**src/rtl/irq_evt_pkg.sv**
```systemverilog
`timescale 1ns/1ps
// Package irq_evt_pkg: register map and bit positions shared by the
// interrupt queue modules and its checker.
package irq_evt_pkg;
    localparam int unsigned ADDR_W     = 7;
    localparam int unsigned DATA_W     = 8;
    localparam logic [6:0]  ADR_MAIN   = 7'h00;
    localparam logic [6:0]  ADR_QUEUE  = 7'h01;
    localparam logic [1:0]  PAGE_CTL   = 2'b01;   // 0x20..0x3F
    localparam logic [1:0]  PAGE_STS   = 2'b10;   // 0x40..0x5F
    localparam int unsigned GMASK_BIT  = 5;
    localparam int unsigned MASK_A_BIT = 3;
    localparam int unsigned MASK_B_BIT = 4;
    localparam logic [7:0]  EMPTY_CODE = 8'hFF;
endpackage

```
**src/rtl/irq_evt_detect.sv**
```systemverilog
`timescale 1ns/1ps
// Module irq_evt_detect: finds changes on two status lines per channel,
// applies the per-source masks, latches each event per channel, and offers
// the lowest pending channel for queueing.
// Assumes the status inputs are already synchronous to clk.
module irq_evt_detect #(
    parameter int unsigned NUM_CH = 32,
    parameter int unsigned ID_W   = $clog2(NUM_CH)
) (
    input  logic              clk,
    input  logic              rst_n,
    input  logic [NUM_CH-1:0] td_a,
    input  logic [NUM_CH-1:0] td_b,
    input  logic [NUM_CH-1:0] mask_a,
    input  logic [NUM_CH-1:0] mask_b,
    input  logic              push_ready,
    output logic              push_valid,
    output logic [ID_W-1:0]   push_id,
    output logic [NUM_CH-1:0] sts_a,
    output logic [NUM_CH-1:0] sts_b
);
    logic [NUM_CH-1:0] pending_q;
    logic [NUM_CH-1:0] events;
    logic [NUM_CH-1:0] grant;

    // Event = unmasked change against the last sampled state.
    assign events = ((td_a ^ sts_a) & ~mask_a) | ((td_b ^ sts_b) & ~mask_b);

    // Fixed priority: the lowest pending channel wins.
    always_comb begin
        logic found;
        found   = 1'b0;
        grant   = '0;
        push_id = '0;
        for (int i = 0; i < NUM_CH; i++) begin
            if (pending_q[i] && !found) begin
                found    = 1'b1;
                grant[i] = 1'b1;
                push_id  = ID_W'(i);
            end
        end
    end

    assign push_valid = |pending_q;

    // Sample status and keep pending events until they are accepted.
    always_ff @(posedge clk) begin
        if (!rst_n) begin
            sts_a     <= '0;
            sts_b     <= '0;
            pending_q <= '0;
        end else begin
            sts_a     <= td_a;
            sts_b     <= td_b;
            pending_q <= (pending_q & ~(push_ready ? grant : '0)) | events;
        end
    end
endmodule

```
**src/rtl/irq_evt_queue.sv**
```systemverilog
`timescale 1ns/1ps
// Module irq_evt_queue: circular first-in first-out store of channel
// numbers. It refuses a push when full and ignores a pop when empty.
module irq_evt_queue #(
    parameter int unsigned DEPTH = 64,
    parameter int unsigned ID_W  = 5,
    localparam int unsigned PTR_W = $clog2(DEPTH),
    localparam int unsigned CNT_W = PTR_W + 1
) (
    input  logic            clk,
    input  logic            rst_n,
    input  logic            push,
    input  logic [ID_W-1:0] push_id,
    input  logic            pop,
    output logic [ID_W-1:0] head_id,
    output logic            empty,
    output logic            full,
    output logic [CNT_W-1:0] count
);
    logic [ID_W-1:0]  mem [DEPTH];
    logic [PTR_W-1:0] wr_ptr, rd_ptr;
    logic             do_push, do_pop;

    assign empty   = (count == '0);
    assign full    = (count == CNT_W'(DEPTH));
    assign do_push = push && !full;
    assign do_pop  = pop && !empty;
    assign head_id = mem[rd_ptr];

    // Storage write; the array itself needs no reset.
    always_ff @(posedge clk) begin
        if (do_push) mem[wr_ptr] <= push_id;
    end

    // Pointer and fill-level bookkeeping.
    always_ff @(posedge clk) begin
        if (!rst_n) begin
            wr_ptr <= '0;
            rd_ptr <= '0;
            count  <= '0;
        end else begin
            if (do_push) wr_ptr <= wr_ptr + 1'b1;
            if (do_pop)  rd_ptr <= rd_ptr + 1'b1;
            count <= count + CNT_W'(do_push) - CNT_W'(do_pop);
        end
    end
endmodule

```
**src/rtl/irq_evt_pulse.sv**
```systemverilog
`timescale 1ns/1ps
// Module irq_evt_pulse: drives the active-low interrupt. The line goes high
// on every queue read and stays high for a hold-off of HOLD_CYC cycles, so
// each remaining entry gives a separate falling edge.
module irq_evt_pulse #(
    parameter int unsigned HOLD_CYC = 2,
    localparam int unsigned HC_W = $clog2(HOLD_CYC + 1)
) (
    input  logic clk,
    input  logic rst_n,
    input  logic pop_req,
    input  logic nonempty,
    input  logic gmask,
    output logic irq_n
);
    logic [HC_W-1:0] hold_q;

    // Hold-off counter and registered interrupt output.
    always_ff @(posedge clk) begin
        if (!rst_n) begin
            hold_q <= '0;
            irq_n  <= 1'b1;
        end else if (pop_req) begin
            hold_q <= HC_W'(HOLD_CYC);
            irq_n  <= 1'b1;
        end else if (hold_q != '0) begin
            hold_q <= hold_q - 1'b1;
            irq_n  <= 1'b1;
        end else begin
            irq_n  <= !(nonempty && !gmask);
        end
    end
endmodule

```
**src/rtl/irq_event_fifo.sv**
```systemverilog
`timescale 1ns/1ps
// Module irq_event_fifo: top of the tone-disable interrupt queue. Holds the
// control registers, decodes register reads and writes, and connects event
// detection, queue and interrupt pulse logic.
// Assumes NUM_CH <= 32 so that a channel index fits the 5-bit register page.
module irq_event_fifo
    import irq_evt_pkg::*;
#(
    parameter int unsigned NUM_CH   = 32,
    parameter int unsigned DEPTH    = 64,
    parameter int unsigned HOLD_CYC = 2,
    localparam int unsigned ID_W  = $clog2(NUM_CH),
    localparam int unsigned CNT_W = $clog2(DEPTH) + 1
) (
    input  logic              clk,
    input  logic              rst_n,
    input  logic [NUM_CH-1:0] td_a,
    input  logic [NUM_CH-1:0] td_b,
    input  logic              reg_wr,
    input  logic              reg_rd,
    input  logic [ADDR_W-1:0] reg_addr,
    input  logic [DATA_W-1:0] reg_wdata,
    output logic [DATA_W-1:0] reg_rdata,
    output logic              irq_n
);
    logic              gmask_q;
    logic [NUM_CH-1:0] mask_a_q, mask_b_q;
    logic [NUM_CH-1:0] sts_a, sts_b;
    logic              push_valid, q_empty, q_full, pop_req;
    logic [ID_W-1:0]   push_id, head_id;
    logic [CNT_W-1:0]  q_count;
    logic [ID_W-1:0]   ch_idx;
    logic              ch_ok, sel_ctl, sel_sts;

    assign ch_idx  = reg_addr[ID_W-1:0];
    assign ch_ok   = ({27'd0, reg_addr[4:0]} < NUM_CH);
    assign sel_ctl = (reg_addr[6:5] == PAGE_CTL) && ch_ok;
    assign sel_sts = (reg_addr[6:5] == PAGE_STS) && ch_ok;
    assign pop_req = reg_rd && (reg_addr == ADR_QUEUE);

    // Control register writes: global mask and per-channel source masks.
    always_ff @(posedge clk) begin
        if (!rst_n) begin
            gmask_q  <= 1'b0;
            mask_a_q <= '0;
            mask_b_q <= '0;
        end else if (reg_wr) begin
            if (reg_addr == ADR_MAIN) gmask_q <= reg_wdata[GMASK_BIT];
            if (sel_ctl) begin
                mask_a_q[ch_idx] <= reg_wdata[MASK_A_BIT];
                mask_b_q[ch_idx] <= reg_wdata[MASK_B_BIT];
            end
        end
    end

    // Read data multiplexer, combinational from the address.
    always_comb begin
        reg_rdata = '0;
        if (reg_addr == ADR_MAIN) begin
            reg_rdata[GMASK_BIT] = gmask_q;
        end else if (reg_addr == ADR_QUEUE) begin
            reg_rdata = q_empty ? EMPTY_CODE : DATA_W'(head_id);
        end else if (sel_ctl) begin
            reg_rdata[MASK_A_BIT] = mask_a_q[ch_idx];
            reg_rdata[MASK_B_BIT] = mask_b_q[ch_idx];
        end else if (sel_sts) begin
            reg_rdata[0] = sts_a[ch_idx];
            reg_rdata[1] = sts_b[ch_idx];
        end
    end

    irq_evt_detect #(.NUM_CH(NUM_CH), .ID_W(ID_W)) u_detect (
        .clk(clk), .rst_n(rst_n), .td_a(td_a), .td_b(td_b),
        .mask_a(mask_a_q), .mask_b(mask_b_q), .push_ready(!q_full),
        .push_valid(push_valid), .push_id(push_id),
        .sts_a(sts_a), .sts_b(sts_b)
    );

    irq_evt_queue #(.DEPTH(DEPTH), .ID_W(ID_W)) u_queue (
        .clk(clk), .rst_n(rst_n), .push(push_valid), .push_id(push_id),
        .pop(pop_req), .head_id(head_id), .empty(q_empty), .full(q_full),
        .count(q_count)
    );

    irq_evt_pulse #(.HOLD_CYC(HOLD_CYC)) u_pulse (
        .clk(clk), .rst_n(rst_n), .pop_req(pop_req), .nonempty(!q_empty),
        .gmask(gmask_q), .irq_n(irq_n)
    );
endmodule

```
**config.mk**
```make
export PLATFORM = sky130hd
export DESIGN_NAME = irq_event_fifo
export DESIGN_NICKNAME = d
export VERILOG_FILES = /design/src/rtl/irq_evt_pkg.sv /design/src/rtl/irq_evt_detect.sv /design/src/rtl/irq_evt_queue.sv /design/src/rtl/irq_evt_pulse.sv /design/src/rtl/irq_event_fifo.sv
export SDC_FILE = /design/constraint.sdc
export NUM_CORES = 1
export LEC_CHECK = 0
export BUFFER_PORTS_ARGS = -buffer_cell sky130_fd_sc_hd__buf_4
export CAP_MARGIN = 20
export CORE_ASPECT_RATIO = 0.7
export CORE_MARGIN = 1.5
export CORE_UTILIZATION = 58
export DETAILED_ROUTE_END_ITERATION = 6
export GPL_TIMING_DRIVEN = 0
export PLACE_DENSITY_LB_ADDON = 0.1
export SETUP_SLACK_MARGIN = 0.2
export SYNTH_ARGS = -nofsm -noshare
export SYNTH_HDL_FRONTEND = slang
export SYNTH_SLANG_ARGS = --single-unit
```
**constraint.sdc**
```tcl
create_clock -name clk -period 14 [get_ports clk]
set_input_delay 2.8 -clock clk [delete_from_list [all_inputs] [get_ports clk]]
set_output_delay 2.8 -clock clk [all_outputs]
set_load 0.03 [all_outputs]
```
Word level (Yosys, flattened, before mapping)
Memories as Yosys holds them, arrays and structs flattened. A register that Yosys moved wholly into a read port is not among the register bits.
Index checks and enable logic that the tools add are counted.
{ "totals": {"register_bits": 183, "ram_bits": 320, "in_bits": 83, "out_inout_bits": 9, "word_cells": 238, "mem_count": 1} }
{ "mem_list": {"columns": ["name", "depth", "word_bits", "rd", "rd_clocked_by_memory_dff", "write_ports", "line_no", "source"], "rows": [
  ["u_queue.mem", 64, 5, 1, 1, 1, "irq_evt_queue.sv:20", "logic [ID_W-1:0] mem [DEPTH];"]
]} }
{ "classes": {"addsub": 5, "order_cmp": 2, "eq_ne": 4, "n_mux": 123, "bitwise_logic": 11, "reduce_logical": 80} }
{ "ops": {"columns": ["op", "n"], "rows": [
  ["$and A32 B32 Y32", 3],
  ["$not A32 Y32", 3],
  ["$mux W5", 17],
  ["$mux W1", 72],
  ["$bwmux W32", 2],
  ["$or A32 B32 Y32", 2],
  ["$xor A32 B32 Y32", 2],
  ["$logic_and A1 B1 Y1", 36],
  ["$logic_not A1 Y1", 35],
  ["$mux W32", 1],
  ["$mux W4", 8],
  ["$reduce_or A32 Y1", 1],
  ["$bmux W1 S5", 4],
  ["$mux W2", 10],
  ["$mux W3", 5],
  ["$logic_not A7 Y1", 2],
  ["$add A6 B1 Y6 const B", 2],
  ["$mux W6", 2],
  ["$mux W8", 1],
  ["$add A7 B1 Y7", 1],
  ["$eq A7 B1 Y1 const B", 1],
  ["$eq A7 B7 Y1 const B", 1],
  ["$sub A7 B1 Y7", 1],
  ["$lt A5 B6 Y1 const B", 1],
  ["10 further kinds", 12]
]} }

Logic depth before layout (Yosys ltp)
Gate-level depths: netlist (run 1).
{ "depth": {"ltp_word": 98, "ltp_mapped": 17, "mapped_depth_nobuf": 16} }

By module
Synthesis (run 1) repeated with hierarchy kept, for this count alone.
{ "unflattened": {"hier_cells": 1645, "hier_area_um2": 22043.6} }
{ "modules_own_cells": {"columns": ["module", "n_inst", "cells_each", "area_per_inst_um2"], "rows": [
  ["irq_evt_queue", 1, 728, 13704.4],
  ["irq_evt_detect", 1, 437, 4170.2],
  ["irq_event_fifo", 1, 471, 4077.7],
  ["irq_evt_pulse", 1, 9, 91.3]
]} }

Worst setup path after synthesis (run 1)
No wires, ideal clock.
{ "synth_path": {"path_kind": "input -> output", "startpoint": "in reg_addr[0]", "endpoint": "out reg_rdata[3]", "arrival_time_ps": 4789, "required_ps": 11200, "slack_ps": 6411, "path_stages": 9, "cell_sequence": "buf_2 buf_2 buf_2 mux2i_1 o22ai_1 nor3_1 o22ai_1 a21oi_1 nor3_1"} }
{ "synth_via": {"elab_chain_len": 5, "elab_cells_between_ends": 7, "cone_classes": "eq/ne: 1; mux: 5; reduce/logical: 1"} }
{ "synth_lines": {"columns": ["item", "line_no", "source"], "rows": [
  ["start, declared", "irq_event_fifo.sv:21", "input logic [ADDR_W-1:0] reg_addr,"],
  ["$bmux W1 S5", "irq_event_fifo.sv:64", "reg_rdata[MASK_A_BIT] = mask_a_q[ch_idx];"],
  ["$mux W1 (not written as such)", "irq_event_fifo.sv:64", null],
  ["$mux W2", "irq_event_fifo.sv:63", "end else if (sel_ctl) begin"],
  ["$mux W2", "irq_event_fifo.sv:61", "end else if (reg_addr == ADR_QUEUE) begin"],
  ["$mux W5 *", "irq_event_fifo.sv:59", "if (reg_addr == ADR_MAIN) begin"],
  ["end, declared", "irq_event_fifo.sv:23", "output logic [DATA_W-1:0] reg_rdata,"]
]} }
Every way passes the cells marked *; elsewhere a longest branch is shown, timed or not. The select of a mux whose other input is x is not followed.

Worst setup path in the final report (run 1)
{ "layout_path": {"startpoint": "in reg_addr[1]", "endpoint": "out reg_rdata[1]"} }
{ "layout_via": {"elab_chain_len": 6, "elab_cells_between_ends": 8, "cone_classes": "eq/ne: 1; mux: 6; reduce/logical: 1"} }
{ "layout_lines": {"columns": ["item", "line_no", "source"], "rows": [
  ["$bmux W1 S5", "irq_event_fifo.sv:68", "reg_rdata[1] = sts_b[ch_idx];"],
  ["$mux W1 (not written as such)", "irq_event_fifo.sv:68", null],
  ["$mux W2", "irq_event_fifo.sv:66", "end else if (sel_sts) begin"],
  ["$mux W2", "irq_event_fifo.sv:63", null],
  ["$mux W2", "irq_event_fifo.sv:61", null],
  ["$mux W5 *", "irq_event_fifo.sv:59", null]
]} }
Marked as above.

==> results by group, run 1 <==
Status
  • Status: completed

Clock tree
  • Root buf cell: clkbuf_16
  • Num CTS Buffers: 47
  • Post-cts resize count: 0
  • CTS tree: yes
  • Clk sinks: 509
  • Clk Latency, worst-skew pair: 0.58 ns
  • Clock buffer depth: 3
  • # Post-CTS Setup Buffers: 0
  • Clock transition at path regs: 0.06 ns
  • Htree depth: 2
  • Hold_buf cts: 0

Timing
  • Peak Freq: 116 MHz
  • Worst hold slack: 0.476 ns
  • Setup Viol. Count Final: 0
  • TNS Setup: 0 ns
  • Final Hold Vio Count: 0
  • Max-slew violations: 0
  • Slew @ Worst Pin: 1.13 ns
  • Final Skew: 0.0332 ns
  • Fin crit period: 8.64 ns
  • RSZ-0062 raised after global routing: false
  • PnR worst setup slack: 5.36 ns
  • Fin crit share: 61.7%
  • Slew margin rel.: 24.9%

Setup path
  • Crit. End Element: primary output
  • Buf/Inv on CP: 3
  • Required time worst endpoint: 11.20 ns
  • WS Path Type: primary input to primary output
  • CP max stage cell: clkbuf_1
  • Cell family contributing the most delay on the critical path: buffers and inverters
  • CP dominant cell by count: clkbuf_1
  • Crit-path max cell delay: 0.90 ns
  • CP Data Arrival Time: 5.84 ns
  • Max FO, Critical Path: 10
  • Crit start category: primary input
  • CP cell instances: clkbuf_1 -> clkbuf_1 -> mux4_2 -> a22oi_1 -> nand4_1 -> a21oi_1 -> a41oi_1 -> buf_4

Floorplan
  • Initial Utilization: 59.6%
  • Die outline height: 165 µm
  • Die X: 234 µm
  • Io pins: 92
  • Placeable core area: 0.0363 mm²
  • Row Count: 58
  • Die area: 0.0385 mm²

Routing
  • Routed vias: 15200
  • Detail Route Antenna Nets: 0
  • Vias per cell: 6.54
  • Drt first pass iters: 5
  • Drt drc: 0
  • Routed wire length: 65900 µm
  • Avg WL per Cell: 28.3 µm
  • Initial drt markers: 2159

Place
  • Placed cell area: 0.0231 mm²
  • Pre-CTS setup slack: 5.50 ns
  • Buffers on Ports: 84
  • Hpwl dp: 48300 µm
  • GPL Wtd Cong: 0.996

Pwr
  • Net Sw Power: 836 µW
  • Logic pwr share: 11.7%
  • Pint: 2440 µW
  • PwrDens: 134 mW/mm²
  • Sw frac: 25.5%
  • Leakage: 0.00825 µW
  • Clock power share: 36.7%
  • Reg power frac: 51.7%
  • Peak supply drop: 0.000122 V

Synthesis
  • Synth Register Bits: 509
  • EDFF count, synth: 320
  • Mapped Cells: 1668
  • Post-synth top area cell: edfxtp_1
  • Sequential share of the synthesized area: 62.0%
  • Commonest cells in the synthesized netlist: edfxtp_1 (320), dfxtp_1 (189), nor2_1 (144)
  • Post-synth ARST share: 0%
  • Post-synthesis average cell area: 13.0 µm²
  • Top FF cell, synth: edfxtp_1
  • Post-Syn Nets: 1763
  • Share of the synthesized area in the top cell type: 44.5%
  • Syn. warnings: 0
  • Mapped cell area: 0.0216 mm²
  • Largest cells by area after synthesis: edfxtp_1 (44%), dfxtp_1 (18%), mux4_2 (8.1%)
  • Count leader, synth: edfxtp_1
  • Netlist cell types: 69

Finish
  • Share of layout cells above drive strength 1: 15.3%
  • # diodes: 0
  • Finished Core Util: 67.5%
  • Area grow syn2layout: 13.2%
  • Post-route cell area: 0.0245 mm²
  • Nets: 1907
  • Number of filler cells placed in the layout: 2689

GRT
  • Initial antenna violation count: 0
  • Number of global-route vias before repair: 14200
  • First-pass GRT wire length: 94800 µm
  • All-Layer GR Usage: 35.0%
  • Largest net degree at the start of global routing: 57
  • Total global routing overflow: 0

Job
  • Number of max-cap violations: 0

Min path
  • Worst hold path class: flip-flop to flip-flop
[worst min-delay path, stage by stage, from the launching register on]
cell	delay, ns
dfxtp_1	0.32
nand2_1	0.06
a21oi_1	0.05
[cell type report]
cell class | instances | area, µm² | area share [%]
buffer | 96 | 399 | 1.63
clock buffer | 71 | 1310 | 5.34
clock inverter | 14 | 86.3 | 0.353
inverter | 19 | 71.3 | 0.291
multi-input combinational | 1044 | 7800 | 31.9
sequential | 509 | 13400 | 54.7
tap | 480 | 601 | 2.45
timing repair buffer | 95 | 817 | 3.34
[stage by stage]
stage | power [µW] | instances
floorplan | 1930 | 1668
global placement | 2070 | 2232
detailed placement | 2090 | 2239
CTS | 3270 | 2324
global route | 3370 | 2328
finish | 3280 | 2328
[cell families (layout without fill, tap and decap cells)]
| group | after synthesis | after routing | share of synthesized area [%] |
|---|---|---|---|
| fa+ha+maj | 12 | 12 | 0.729 |
| flops | 509 | 509 | 62.0 |
| xor+xnor | 77 | 77 | 3.12 |
| mux | 171 | 171 | 12.4 |
| buf+inv | 115 | 295 | 2.18 |
| compound gates | 292 | 292 | 8.32 |
| simple gates | 492 | 492 | 11.3 |
[sequential cells by signal, summed over array words and instances (netlist names), 7 cells and up, named ones only]
name and count:
mask_a_q 32, mask_b_q 32, u_detect.pending_q 32, u_detect.sts_a 32
u_detect.sts_b 32, u_queue.count 7, u_queue.mem 320
[power by group through the flow]
stage / sequential [µW] / combinational, µW / clock (µW)
5_1_grt: 1700 / 404 / 1270
4_1_cts: 1690 / 371 / 1210
3_3_place_gp: 1730 / 345 / 0
2_1_floorplan: 1710 / 217 / 0
6_report: 1690 / 382 / 1200
3_5_place_dp: 1720 / 369 / 0
[layout by cell type (no fill, tap or decap), drive strengths merged, types with 70 or more instances in the layout]
master	instances
nor2	144
xnor2	70
dfxtp	189
clkbuf	129
buf	133
edfxtp	320
and2	70
nand2	117
mux4	78
a21oi	109
mux2i	92
[layer usage]
| metal | track usage [%] | wire, µm | share of wire, % |
|---|---|---|---|
| met5 | 0 | 0 | 0 |
| met4 | 6.18 | 1070 | 1.6 |
| met2 | 43.9 | 25100 | 38 |
| met1 | 54.9 | 28900 | 44 |
| met3 | 16.3 | 10800 | 16 |
[worst paths after layout]
kind | startpoint | slack (ns) | end | depth (start not counted)
worst min register to register | mask_a_q[19]$_SDFFE_PN0P_ | 0.48 | mask_a_q[19]$_SDFFE_PN0P_ | 2
worst max-delay path | reg_addr[1] | 5.36 | reg_rdata[1] | 8
worst max register to register | u_detect.pending_q[2]$_SDFF_PN0_ | 10.11 | u_queue.count[6]$_SDFF_PN0_ | 15
worst min-delay path | mask_a_q[19]$_SDFFE_PN0P_ | 0.48 | mask_a_q[19]$_SDFFE_PN0P_ | 2
No activity file was read; power rests on OpenSTA's default activity.
==> run 2: changes to the inputs <==
--- a/config.mk
+++ b/config.mk
@@ -5,11 +5,12 @@
 export SDC_FILE = /design/constraint.sdc
 export NUM_CORES = 1
 export LEC_CHECK = 0
+export ABC_AREA = 1
 export BUFFER_PORTS_ARGS = -buffer_cell sky130_fd_sc_hd__buf_4
 export CAP_MARGIN = 20
 export CORE_ASPECT_RATIO = 0.7
 export CORE_MARGIN = 1.5
-export CORE_UTILIZATION = 58
+export CORE_UTILIZATION = 56
 export DETAILED_ROUTE_END_ITERATION = 6
 export GPL_TIMING_DRIVEN = 0
 export PLACE_DENSITY_LB_ADDON = 0.1
==> constraint.sdc (replaced) <==
create_clock -name clk -period 7.3 [get_ports clk]
set_input_delay 1.46 -clock clk [delete_from_list [all_inputs] [get_ports clk]]
set_output_delay 1.46 -clock clk [all_outputs]
set_load 0.03 [all_outputs]
==> results by group, run 2 <==
Pwr
  • Leakage: 0.00991 µW (+20%)
  • PwrDens: 254 mW/mm² (+90%)
  • Peak supply drop: 0.000227 V (+86%)
  • Design Power: 6400 µW (+95%)

Routing
  • Initial drt markers: 3432 (+59%)
  • Detail Route Antenna Nets: 0 (unchanged)
  • Avg WL per Cell: 25.2 µm (-11%)
  • Routed vias: 19300 (+26%)
  • Drt drc: 3 (+3)
  • Drt first pass iters: 7 (+2)
  • Routed wire length: 78500 µm (+19%)
  • Vias per cell: 6.18 (-5.5%)

Clock tree
  • Clock buffer depth: 3 (unchanged)
  • Clk sinks: 509 (unchanged)
  • Hold_buf cts: 0 (unchanged)
  • Clock transition at path regs: 0.07 ns (about the same)
  • Htree depth: 2 (unchanged)
  • Clk Latency, worst-skew pair: 0.59 ns (about the same)
  • Num CTS Buffers: 47 (unchanged)
  • CTS tree: yes
  • Post-cts resize count: 0 (unchanged)
  • # Post-CTS Setup Buffers: 0 (unchanged)
  • Root buf cell: clkbuf_16

Setup path
  • CP Data Arrival Time: 4.18 ns (-1.66 ns)
  • Max FO, Critical Path: 10 (unchanged)
  • Required time worst endpoint: 5.84 ns (-5.36 ns)
  • Worst reg2reg path depth: 9 (-6)
  • Critical R2R Capture: u_queue.mem[10][2]$_DFFE_PP_
  • WS Path Type: primary input to primary output
  • Crit. End Element: primary output
  • Flop2flop setup slack: 3.38 ns (-6.73 ns)
  • Crit path from: reg_addr[0]
  • Worst r2r src: u_queue.count[2]$_SDFF_PN0_
  • Crit start category: primary input

GRT
  • First-pass GRT wire length: 112000 µm (+18%)
  • Largest net degree at the start of global routing: 65 (+14%)
  • All-Layer GR Usage: 38.5% (+3.4 points)
  • Initial antenna violation count: 1 (+1)
  • Total global routing overflow: 0 (unchanged)
  • Number of global-route vias before repair: 17200 (+21%)

Finish
  • Commonest non-fill, non-tap cell in the layout: nand2_1
  • Most frequent cells in the layout: nand2_1 (345), nor2_1 (342), edfxtp_1 (320)
  • Number of filler cells placed in the layout: 3252 (+21%)
  • Area grow syn2layout: 13.7%
  • Largest register FFs: 320 (unchanged)
  • Largest Register: u_queue.mem
  • Share of layout cells above drive strength 1: 8.93% (-6.4 points)
  • Nets: 2643 (+39%)

Timing
  • Fin crit period: 5.64 ns
  • RSZ-0062 raised after global routing: false
  • Slew margin rel.: 22.8% (-2.2 points)
  • TNS Setup: 0 ns (unchanged)
  • Setup Viol. Count Final: 0 (unchanged)
  • Max-slew violations: 0 (unchanged)
  • Peak Freq: 177 MHz
  • Fin crit share: 77.3%
  • Final Hold Vio Count: 0 (unchanged)
  • Slew @ Worst Pin: 1.16 ns (+0.0289 ns)
  • Final Skew: 0.0256 ns (-0.00756 ns)

Synthesis
  • Netlist cell types: 47 (-32%)
  • Synth Register Bits: 509 (unchanged)
  • Syn. warnings: 0 (unchanged)
  • Largest cells by area after synthesis: edfxtp_1 (43%), dfxtp_1 (17%), o21ai_0 (7.0%)
  • Share of the synthesized area in the top cell type: 43.4% (-1.1 points)
  • Sequential share of the synthesized area: 60.4% (-1.5 points)
  • Post-synthesis average cell area: 9.23 µm² (-29%)
  • Count leader, synth: nand2_1
  • Post-Syn Nets: 2496 (+42%)
  • Mapped Cells: 2401 (+44%)
  • Mapped cell area: 0.0222 mm² (+2.5%)
  • Post-synth top area cell: edfxtp_1
  • EDFF count, synth: 320 (unchanged)
  • Top FF cell, synth: edfxtp_1
  • Commonest cells in the synthesized netlist: nand2_1 (345), nor2_1 (342), edfxtp_1 (320)
  • Post-synth ARST share: 0% (unchanged)

Place
  • Buffers on Ports: 85 (+1.2%)
  • Hpwl dp: 57000 µm (+18%)
  • GPL Wtd Cong: 1.06 (+6.4%)

Floorplan
  • Io pins: 92 (unchanged)
  • Placeable core area: 0.0387 mm² (+6.8%)
  • Initial Utilization: 57.2% (-2.4 points)
  • Die outline height: 169 µm (+3.0%)
  • Die area: 0.0408 mm² (+6.1%)
  • Row Count: 60 (+3.4%)
  • Die X: 241 µm (+3.0%)

Status
  • Status: finished, violations left
  • Failing checks: DRC

Min path
  • Hold path cells: 1 (-1)
  • Worst hold path class: flip-flop to flip-flop
  • Hold path endpoint: u_pulse.hold_q[0]$_SDFFE_PP0P_
  • Min-delay src: u_pulse.hold_q[0]$_SDFFE_PP0P_

Job
  • Number of max-cap violations: 0 (unchanged)
## run 2: cell types whose count changed after synthesis, sizes merged, moves of 18 or more
cell,change
mux4,-78
nor2,+207
nand2,+233
nand3,+99
a22oi,+18
and2,-70
a31oi,+23
inv,+260
mux2i,-92
a21oi,+23
o21ai,+266
xnor2,-63
## run 2: logic make-up (layout without fill, tap and decap cells)
| logic type | Yosys count | in the layout | share of synthesized area, % |
|---|---|---|---|
| other cells | 0 | 1 | 0 |
| simple gates | 894 | 894 | 17.0 |
| xor+xnor | 7 | 7 | 0.277 |
| fa+ha+maj | 12 | 12 | 0.712 |
| flops | 509 | 509 | 60.4 |
| buf+inv | 385 | 571 | 6.77 |
| compound gates | 594 | 594 | 14.8 |
## run 2: how the worst max path moves through the flow
stage	to	depth (start not counted)	slack [ns]
final	reg_rdata[1]	13	1.66
after global routing	reg_rdata[1]	13	1.67
after CTS	reg_rdata[1]	13	1.86
after detailed placement	reg_rdata[1]	13	1.87
after global placement	reg_rdata[1]	13	1.85
after floorplan	reg_rdata[7]	6	3.14
## run 2: per-stage QoR
step | hold WS [ns] | worst slack [ns] | util [%] | cell area, µm² | cells
after floorplan | 0.420 | 3.14 | - | 22200 | 2401
after global placement | 0.427 | 1.85 | 60.5 | 23500 | 3013
after detailed placement | 0.447 | 1.87 | 61.1 | 23700 | 3025
after CTS | 0.456 | 1.86 | 65.0 | 25200 | 3113
after global routing | 0.485 | 1.67 | 65.0 | 25200 | 3114
final | 0.456 | 1.66 | 65.1 | 25200 | 3115
## run 2: per-layer routing
metal,up-vias,part of all wire (%),global-route usage [%]
met5,-,0,0
met4,0,2.2,8.75
met3,144,17,13.6
met2,1510,38,50.4
met1,9108,42,60.2
li1,8504,-,-
## run 2: report_power, final
part | internal, µW | switching [µW] | leakage (µW) | total, µW
Clock | 1370 | 1120 | 0.000757 | 2490
Combinational | 187 | 502 | 0.00470 | 690
Sequential | 3160 | 56.0 | 0.00445 | 3220
## run 2: worst max-delay path, stage by stage
cell     delay (ns)
buf_4          0.13
nand2_1        0.47
inv_2          0.32
buf_2          0.38
nand2_1        0.11
o21ai_0        0.07
o21ai_0        0.55
nand3_1        0.19
o21ai_1        0.15
nand2_1        0.06
nand2_1        0.06
inv_1          0.05
buf_4          0.16
## run 2: layout make-up
type                       instances  area (µm²)  area share (%)
antenna                            1        2.50         0.00993
tap                              527         659            2.62
buffer                           106         449            1.78
timing repair buffer              98         836            3.32
inverter                         279        1050            4.17
sequential                       509       13400            53.1
clock buffer                      54        1200            4.77
multi-input combinational       1507        7280            28.9
clock inverter                    34         330            1.31
